==> config.mk <==
export PLATFORM = sky130hd
export DESIGN_NAME = pgtbl_walker
export DESIGN_NICKNAME = d
export VERILOG_FILES = /design/src/rtl/pgw_pkg.sv /design/src/rtl/pgw_byteswap.sv /design/src/rtl/pgw_group_addr.sv /design/src/rtl/pgw_entry_match.sv /design/src/rtl/pgtbl_walker.sv
export SDC_FILE = /design/constraint.sdc
export NUM_CORES = 1
export LEC_CHECK = 0
export BUFFER_PORTS_ARGS = -buffer_cell sky130_fd_sc_hd__clkbuf_2
export CAP_MARGIN = 40
export CORE_ASPECT_RATIO = 1.2
export CORE_UTILIZATION = 47
export CTS_CLUSTER_SIZE = 16
export DETAILED_ROUTE_END_ITERATION = 8
export MAX_ROUTING_LAYER = met4
export PLACE_DENSITY = 0.76
export SKIP_CTS_REPAIR_TIMING = 1
export SLEW_MARGIN = 20
export SYNTH_ARGS = -nofsm -noshare
export SYNTH_HDL_FRONTEND = slang
export SYNTH_SLANG_ARGS = --single-unit
==> constraint.sdc <==
create_clock -name clk -period 7.77 [get_ports clk]
set_clock_uncertainty 0.1 [all_clocks]
set_input_delay 0 -clock clk [delete_from_list [all_inputs] [get_ports clk]]
set_output_delay 0 -clock clk [all_outputs]
set_load 0.01 [all_outputs]
==> src/rtl/pgw_pkg.sv <==
// Package for the page table walker: access codes, walker states, and the
// bit positions of fields in a table entry.
package pgw_pkg;
    typedef enum logic [1:0] {
        ACC_READ  = 2'd0,
        ACC_WRITE = 2'd1,
        ACC_FETCH = 2'd2,
        ACC_PROBE = 2'd3
    } acc_e;

    typedef enum logic [2:0] {
        S_IDLE,
        S_RD0,
        S_RD1,
        S_WR,
        S_DONE
    } walk_st_e;

    localparam int VLD_BIT = 31;
    localparam int HSEL_BIT = 6;
    localparam int REF_BIT = 8;
    localparam int CHG_BIT = 7;
endpackage

==> src/rtl/pgw_byteswap.sv <==
// Reverses the byte order of a word. Assumes the word width is a whole
// number of bytes. Purely combinational.
module pgw_byteswap #(
    parameter int BYTES = 4
) (
    input  logic [8*BYTES-1:0] din,
    output logic [8*BYTES-1:0] dout
);
    for (genvar b = 0; b < BYTES; b++) begin : g_byte
        assign dout[8*b +: 8] = din[8*(BYTES-1-b) +: 8];
    end
endmodule

==> src/rtl/pgw_group_addr.sv <==
// Works out the start address of a hash group for one pass.
// Assumes the base is aligned to a group and that the segment id is at
// least as wide as the page index. Purely combinational.
module pgw_group_addr #(
    parameter int ADDR_W = 32,
    parameter int VSID_W = 24,
    parameter int PIDX_W = 16,
    parameter int GRP_SH = 6
) (
    input  logic [VSID_W-1:0] vsid,
    input  logic [PIDX_W-1:0] pidx,
    input  logic [VSID_W-1:0] mask,
    input  logic [ADDR_W-1:0] base,
    input  logic              secondary,
    output logic [ADDR_W-1:0] group_addr
);
    logic [VSID_W-1:0] hash_p;
    logic [VSID_W-1:0] hash_sel;

    // Select the primary hash or its complement, then mask, shift and merge with the base.
    always_comb begin
        hash_p     = vsid ^ VSID_W'(pidx);
        hash_sel   = secondary ? ~hash_p : hash_p;
        group_addr = (ADDR_W'(hash_sel & mask) << GRP_SH) | base;
    end
endmodule

==> src/rtl/pgw_entry_match.sv <==
// Checks the first word of an entry (in host byte order) against the request.
// Assumes the entry layout V[31], segment id [30:7], H[6], API [5:0].
module pgw_entry_match #(
    parameter int VSID_W = 24,
    parameter int API_W = 6
) (
    input  logic [31:0]       word0,
    input  logic [VSID_W-1:0] vsid,
    input  logic [API_W-1:0]  api,
    input  logic              secondary,
    output logic              hit
);
    import pgw_pkg::*;

    // All four fields must agree for a hit.
    always_comb begin
        hit = word0[VLD_BIT]
              && (word0[HSEL_BIT] == secondary)
              && (word0[HSEL_BIT+1 +: VSID_W] == vsid)
              && (word0[API_W-1:0] == api);
    end
endmodule

==> src/rtl/pgtbl_walker.sv <==
// Hashed page table walker. It scans the primary group and then the
// secondary group, one word read per handshake, and sets the referenced and
// changed bits with a write-back. Probes neither write nor fill.
// Assumes the memory answers every request exactly once with mem_ack, and
// that read data is valid in the cycle mem_ack is high.
module pgtbl_walker #(
    parameter int ADDR_W  = 32,
    parameter int VSID_W  = 24,
    parameter int PIDX_W  = 16,
    parameter int OFF_W   = 12,
    parameter int API_W   = 6,
    parameter int SLOTS   = 8,
    parameter int ENTRY_B = 8
) (
    input  logic              clk,
    input  logic              rst_n,
    input  logic              start,
    input  logic [1:0]        acc,
    input  logic [31:0]       vaddr,
    input  logic [VSID_W-1:0] vsid,
    input  logic [ADDR_W-1:0] tbl_base,
    input  logic [VSID_W-1:0] hash_mask,
    output logic              busy,
    output logic              done,
    output logic              hit,
    output logic              fill,
    output logic [ADDR_W-1:0] paddr,
    output logic [31:0]       pte_lo,
    output logic              mem_req,
    output logic              mem_we,
    output logic [ADDR_W-1:0] mem_addr,
    output logic [31:0]       mem_wdata,
    input  logic              mem_ack,
    input  logic [31:0]       mem_rdata
);
    import pgw_pkg::*;

    localparam int SLOT_W   = $clog2(SLOTS);
    localparam int ENTRY_SH = $clog2(ENTRY_B);
    localparam int GRP_SH   = $clog2(SLOTS * ENTRY_B);
    localparam int VA_W     = OFF_W + PIDX_W;
    localparam int WORD_B   = 4;
    localparam int RPN_W    = ADDR_W - OFF_W;
    localparam int REF_SWP  = 8 * (WORD_B - 1 - REF_BIT / 8) + REF_BIT % 8;

    walk_st_e           st;
    logic [VA_W-1:0]    va_q;
    logic [VSID_W-1:0]  vsid_q;
    logic [VSID_W-1:0]  mask_q;
    logic [ADDR_W-1:0]  base_q;
    acc_e               acc_q;
    logic               pass_q;
    logic [SLOT_W-1:0]  slot_q;
    logic [31:0]        w1_q;
    logic               hit_q;
    logic [ADDR_W-1:0]  paddr_q;

    logic [ADDR_W-1:0]  grp_addr;
    logic [31:0]        rd_word;
    logic               ent_hit;
    logic [31:0]        upd_word;

    pgw_group_addr #(
        .ADDR_W(ADDR_W), .VSID_W(VSID_W), .PIDX_W(PIDX_W), .GRP_SH(GRP_SH)
    ) u_grp (
        .vsid(vsid_q), .pidx(va_q[OFF_W +: PIDX_W]), .mask(mask_q),
        .base(base_q), .secondary(pass_q), .group_addr(grp_addr)
    );

    pgw_byteswap #(.BYTES(WORD_B)) u_rswap (.din(mem_rdata), .dout(rd_word));
    pgw_byteswap #(.BYTES(WORD_B)) u_wswap (.din(w1_q), .dout(mem_wdata));

    pgw_entry_match #(.VSID_W(VSID_W), .API_W(API_W)) u_match (
        .word0(rd_word), .vsid(vsid_q), .api(va_q[VA_W-1 -: API_W]),
        .secondary(pass_q), .hit(ent_hit)
    );

    // Set the referenced and changed bits according to the access type.
    always_comb begin
        upd_word = rd_word;
        if (acc_q != ACC_PROBE) upd_word[REF_BIT] = 1'b1;
        if (acc_q == ACC_WRITE) upd_word[CHG_BIT] = 1'b1;
    end

    // Drive the memory port from the walker state and the current slot.
    always_comb begin
        mem_req  = (st == S_RD0) || (st == S_RD1) || (st == S_WR);
        mem_we   = (st == S_WR);
        mem_addr = grp_addr + (ADDR_W'(slot_q) << ENTRY_SH)
                   + ((st == S_RD0) ? '0 : ADDR_W'(WORD_B));
    end

    assign busy   = (st != S_IDLE);
    assign done   = (st == S_DONE);
    assign hit    = hit_q;
    assign fill   = done && hit_q && (acc_q != ACC_PROBE);
    assign paddr  = paddr_q;
    assign pte_lo = w1_q;

    // Walker state machine: latch the request, scan both groups, update, then finish.
    always_ff @(posedge clk) begin
        if (!rst_n) begin
            st      <= S_IDLE;
            va_q    <= '0;
            vsid_q  <= '0;
            mask_q  <= '0;
            base_q  <= '0;
            acc_q   <= ACC_READ;
            pass_q  <= 1'b0;
            slot_q  <= '0;
            w1_q    <= '0;
            hit_q   <= 1'b0;
            paddr_q <= '0;
        end else begin
            unique case (st)
                S_IDLE: if (start) begin
                    va_q    <= vaddr[VA_W-1:0];
                    vsid_q  <= vsid;
                    mask_q  <= hash_mask;
                    base_q  <= tbl_base;
                    acc_q   <= acc_e'(acc);
                    pass_q  <= 1'b0;
                    slot_q  <= '0;
                    hit_q   <= 1'b0;
                    w1_q    <= '0;
                    paddr_q <= '0;
                    st      <= S_RD0;
                end
                S_RD0: if (mem_ack) begin
                    if (ent_hit) begin
                        st <= S_RD1;
                    end else if (slot_q == SLOT_W'(SLOTS - 1)) begin
                        slot_q <= '0;
                        if (pass_q) st <= S_DONE;
                        else pass_q <= 1'b1;
                    end else begin
                        slot_q <= slot_q + 1'b1;
                    end
                end
                S_RD1: if (mem_ack) begin
                    w1_q    <= upd_word;
                    hit_q   <= 1'b1;
                    paddr_q <= {upd_word[31 -: RPN_W], va_q[OFF_W-1:0]};
                    st      <= (acc_q == ACC_PROBE) ? S_DONE : S_WR;
                end
                S_WR: if (mem_ack) st <= S_DONE;
                S_DONE: st <= S_IDLE;
                default: st <= S_IDLE;
            endcase
        end
    end

    a_r10_req_hold: assert property (@(posedge clk) disable iff (!rst_n)
        (mem_req && !mem_ack) |=> (mem_req && $stable(mem_addr) && $stable(mem_we) && $stable(mem_wdata)));

    a_r6_probe_no_write: assert property (@(posedge clk) disable iff (!rst_n)
        (mem_req && mem_we) |-> (acc_q != ACC_PROBE));

    a_r5_ref_in_writeback: assert property (@(posedge clk) disable iff (!rst_n)
        (mem_req && mem_we) |-> mem_wdata[REF_SWP]);

    a_r7_done_pulse: assert property (@(posedge clk) disable iff (!rst_n)
        done |=> !done);

    a_r7_fill_needs_hit: assert property (@(posedge clk) disable iff (!rst_n)
        fill |-> (hit && done));

    a_r11_busy_from_start: assert property (@(posedge clk) disable iff (!rst_n)
        $rose(busy) |-> $past(start));
endmodule

==> flow_summary.yaml <==
hold_path:
  hold_path_end: "st[2]"
  hold_class: "in -> reg"
  min_path_cells: 3
  min_from: "start"
cells_and_area:
  syn2layout_area_growth_pct: 38.7
  multi_input_area_sq_um: 4320
  fin_nets: 1468
  num_antenna_cells: 0
  fill_cells: 1280
  postLayoutCellArea_sq_um: 11400
  final_util: 0.671
  regArea_sq_um: 3240
  drive_above_1_share: 0.257
synth:
  async_flop_share: 0
  synth_edf_count: 0
  synth_cells: 981
  yosys_warnings: 0
  syn_area_sq_um: 8240
  synth.yosys.seq_area_share: 0.393
  ys.flop_type: "dfxtp_1"
  ys_types: 47
  synth_fp_nets: 1138
  avgSynthCellArea_sq_um: 8.40
  synth-seq-cells: 162
place:
  portBuffers: 279
  place_area_sq_um: 9360
  gp_congestion: 0.862
  hpwl_microns: 16100
  post-place-ws_ns: 4.80
die:
  start_util: 0.484
  rows: 52
  core_area_sq_um: 17000
  dieArea_sq_um: 18100
  die_h_microns: 147
  io-pin-count: 284
  die_w_microns: 123
drt:
  drtPass1Iterations: 5
  route.detailed.drc: 0
  post_drt_wl_per_cell_microns: 16.7
  drtAntennaViolNets: 0
  viasPerCell: 5.20
  totalWireLength_microns: 25700
  route.vias.total: 8003
  drt_iter0_markers: 444
timing:
  min_period_ns: 3.50
  worst_slack_ns: 4.27
  final-hold-violation-count: 1
  fin_crit_sh: 0.450
  slew_viol_final: 0
  fin_setup_tns_ns: 0
  maxSlewHeadroom: 0.504
  fmax_ghz: 0.286
  fin_hold_ws_ns: -0.0599
  grt_setup_unrepaired: "no"
  worst_slew_pin_slew_ns: 0.743
  setup_viol: 0
global_route:
  grt_usage: 0.254
  grt_max_degree: 84
  grt_first_pass_wirelength_microns: 34100
  overflow: 0
  antenna_found_initial: 0
  grt_pass1_vias: 6640
critical_path:
  slowest_delay_ns: 0.54
  cp.required_ns: 7.67
  crit_type: "reg -> out"
  ff2ff_path_depth: 5
  critPathCaptureType: "output pin"
  crit_fanout: 12
  r2r_end: "vsid_q[11]"
  cp_cell_sequence: "nor2_1 > and2_1 > inv_1 > ha_1 > a21oi_1 > o21ai_0 > nor4b_2 > nand2_2 > nor4_2 > xnor2_1 > clkbuf_2"
  path_buf_inv: 2
  r2r_setup_slack_ns: 4.86
  startpoint_type: "flop"
  cp_slowest_cell: "dfxtp_1"
  r2r_start: "st[1]"
  cpLargestDelayFamily: "simple AND/OR/NAND/NOR gates"
  arrival_ns: 3.40
cts:
  clk_path_buf_depth: 2
  cts_max_level: 4
  clock_sinks: 162
  cts_tree: "built"
  clock_latency_ns: 0.42
  clk_pin_slew_ns: 0.07
  numCtsBuffers: 17
  cts_root_buffer: "clkbuf_16"
run:
  drv_cap: 0
pwr:
  powerDensity_nw_per_um2: 236
  vdd_drop_max_v: 0.000137
  leakage_nw: 4.81
outcome:
  status: "finished with violations"
  violations: "hold timing"
==> stage by stage <==
step | total power, W | instances
4_1_cts | 0.00263 | 1396
6_report | 0.00269 | 1540
3_3_place_gp | 0.00172 | 1361
2_1_floorplan | 0.00152 | 981
3_5_place_dp | 0.00174 | 1364
5_1_grt | 0.00283 | 1540
==> Yosys cell counts (2+ instances only) <==
| master | number | area [sq um] |
|---|---|---|
| nand3_1 | 47 | 235 |
| a21boi_0 | 154 | 1160 |
| buf_4 | 54 | 405 |
| a31oi_1 | 3 | 18.8 |
| dfxtp_1 | 162 | 3240 |
| inv_1 | 8 | 30.0 |
| o21ai_0 | 5 | 25.0 |
| nor3_1 | 10 | 50.1 |
| and2_1 | 4 | 25.0 |
| nor2b_1 | 6 | 37.5 |
| ha_1 | 6 | 75.1 |
| mux2i_1 | 3 | 30.0 |
| a21oi_1 | 29 | 145 |
| nor2_1 | 16 | 60.1 |
| xnor2_1 | 53 | 464 |
| nor4_2 | 3 | 37.5 |
| a21oi_2 | 3 | 26.3 |
| and3_1 | 2 | 12.5 |
| nand2_1 | 278 | 1040 |
| nor3_2 | 3 | 30.0 |
| clkbuf_1 | 60 | 225 |
| nor4_1 | 4 | 25.0 |
| nand4_1 | 11 | 68.8 |
| a211oi_1 | 3 | 22.5 |
| xor2_1 | 14 | 123 |
| xor3_1 | 16 | 380 |
| nor4_4 | 2 | 42.5 |
| nand2b_1 | 3 | 18.8 |
==> state kept, by name, indices dropped and copies added, names as in the netlist <==
register  count
slot_q        3
pte_lo       32
hit           1
base_q       32
paddr        12
acc_q         2
st            3
pass_q        1
mask_q       24
va_q         28
vsid_q       24
==> worst max path at each step <==
stage,from,endpoint,depth (start not counted)
3_5_place_dp,st[1],mem_addr[19],11
6_report,st[1],mem_addr[29],11
5_1_grt,st[1],mem_addr[19],11
2_1_floorplan,st[1],mem_addr[30],14
3_3_place_gp,pass_q,mem_addr[19],7
4_1_cts,st[1],mem_addr[19],11
==> cell families after synthesis <==
kind of cell               count (synthesis)  share of synthesized area
adders and majority gates                  7                     0.0115
xor gates and xnor gates                  83                      0.117
buffers and inverters                    126                     0.0844
and+or+nand+nor                          399                      0.217
AOI/OAI and AO/OA                        201                      0.173
DFF                                      162                      0.393
muxes                                      3                    0.00364
==> where the power goes <==
part / internal [W] / switching (W) / total, W
sequential: 0.000932 / 0.0000884 / 0.00102
combinational: 0.000333 / 0.000451 / 0.000784
clock: 0.000516 / 0.000374 / 0.000891
total: 0.00178 / 0.000914 / 0.00269
==> worst register-to-register path, cell delays in order, from the launching register on <==
cell      delay [ns]
dfxtp_1         0.42
nor3_1          0.55
and2_4          0.68
buf_4           0.61
nand2_1         0.22
a21boi_0        0.24
==> layout make-up <==
type	instances	area share
multi-input combinational	693	0.378
sequential	162	0.284
timing repair buffer	429	0.257
clock buffer	17	0.0372
tap	216	0.0236
clock inverter	15	0.0174
inverter	8	0.00263
==> per-layer routing <==
metal / up-vias / share of wire / track usage
li1: 3880 / - / -
met1: 3757 / 0.42 / 0.315
met2: 317 / 0.51 / 0.411
met3: 49 / 0.045 / 0.0365
met4: 0 / 0.026 / 0.105
met5: - / 0 / -
==> cell usage in the layout, fill, tap and decap left out, types with 3 or more instances in the layout <==
cell / n
xnor2_1: 53
nor3_1: 10
nor2_1: 16
inv_6: 3
nand2_1: 277
nor4_1: 4
nor4_2: 3
dlygate4sd3_1: 143
o21ai_0: 5
and2_1: 3
a211oi_1: 3
nor3_2: 3
inv_1: 8
a31oi_1: 3
nor2b_1: 6
bufinv_16: 3
dfxtp_1: 161
xor2_1: 14
a21boi_0: 154
nand2b_1: 3
nand3_1: 46
nand4_1: 11
xor3_1: 16
ha_1: 6
buf_4: 4
mux2i_1: 3
clkbuf_2: 278
buf_12: 3
a21oi_1: 29
clkbuf_16: 17
clkinv_4: 6
a21oi_2: 3
Power figures use the tool's default switching activity.
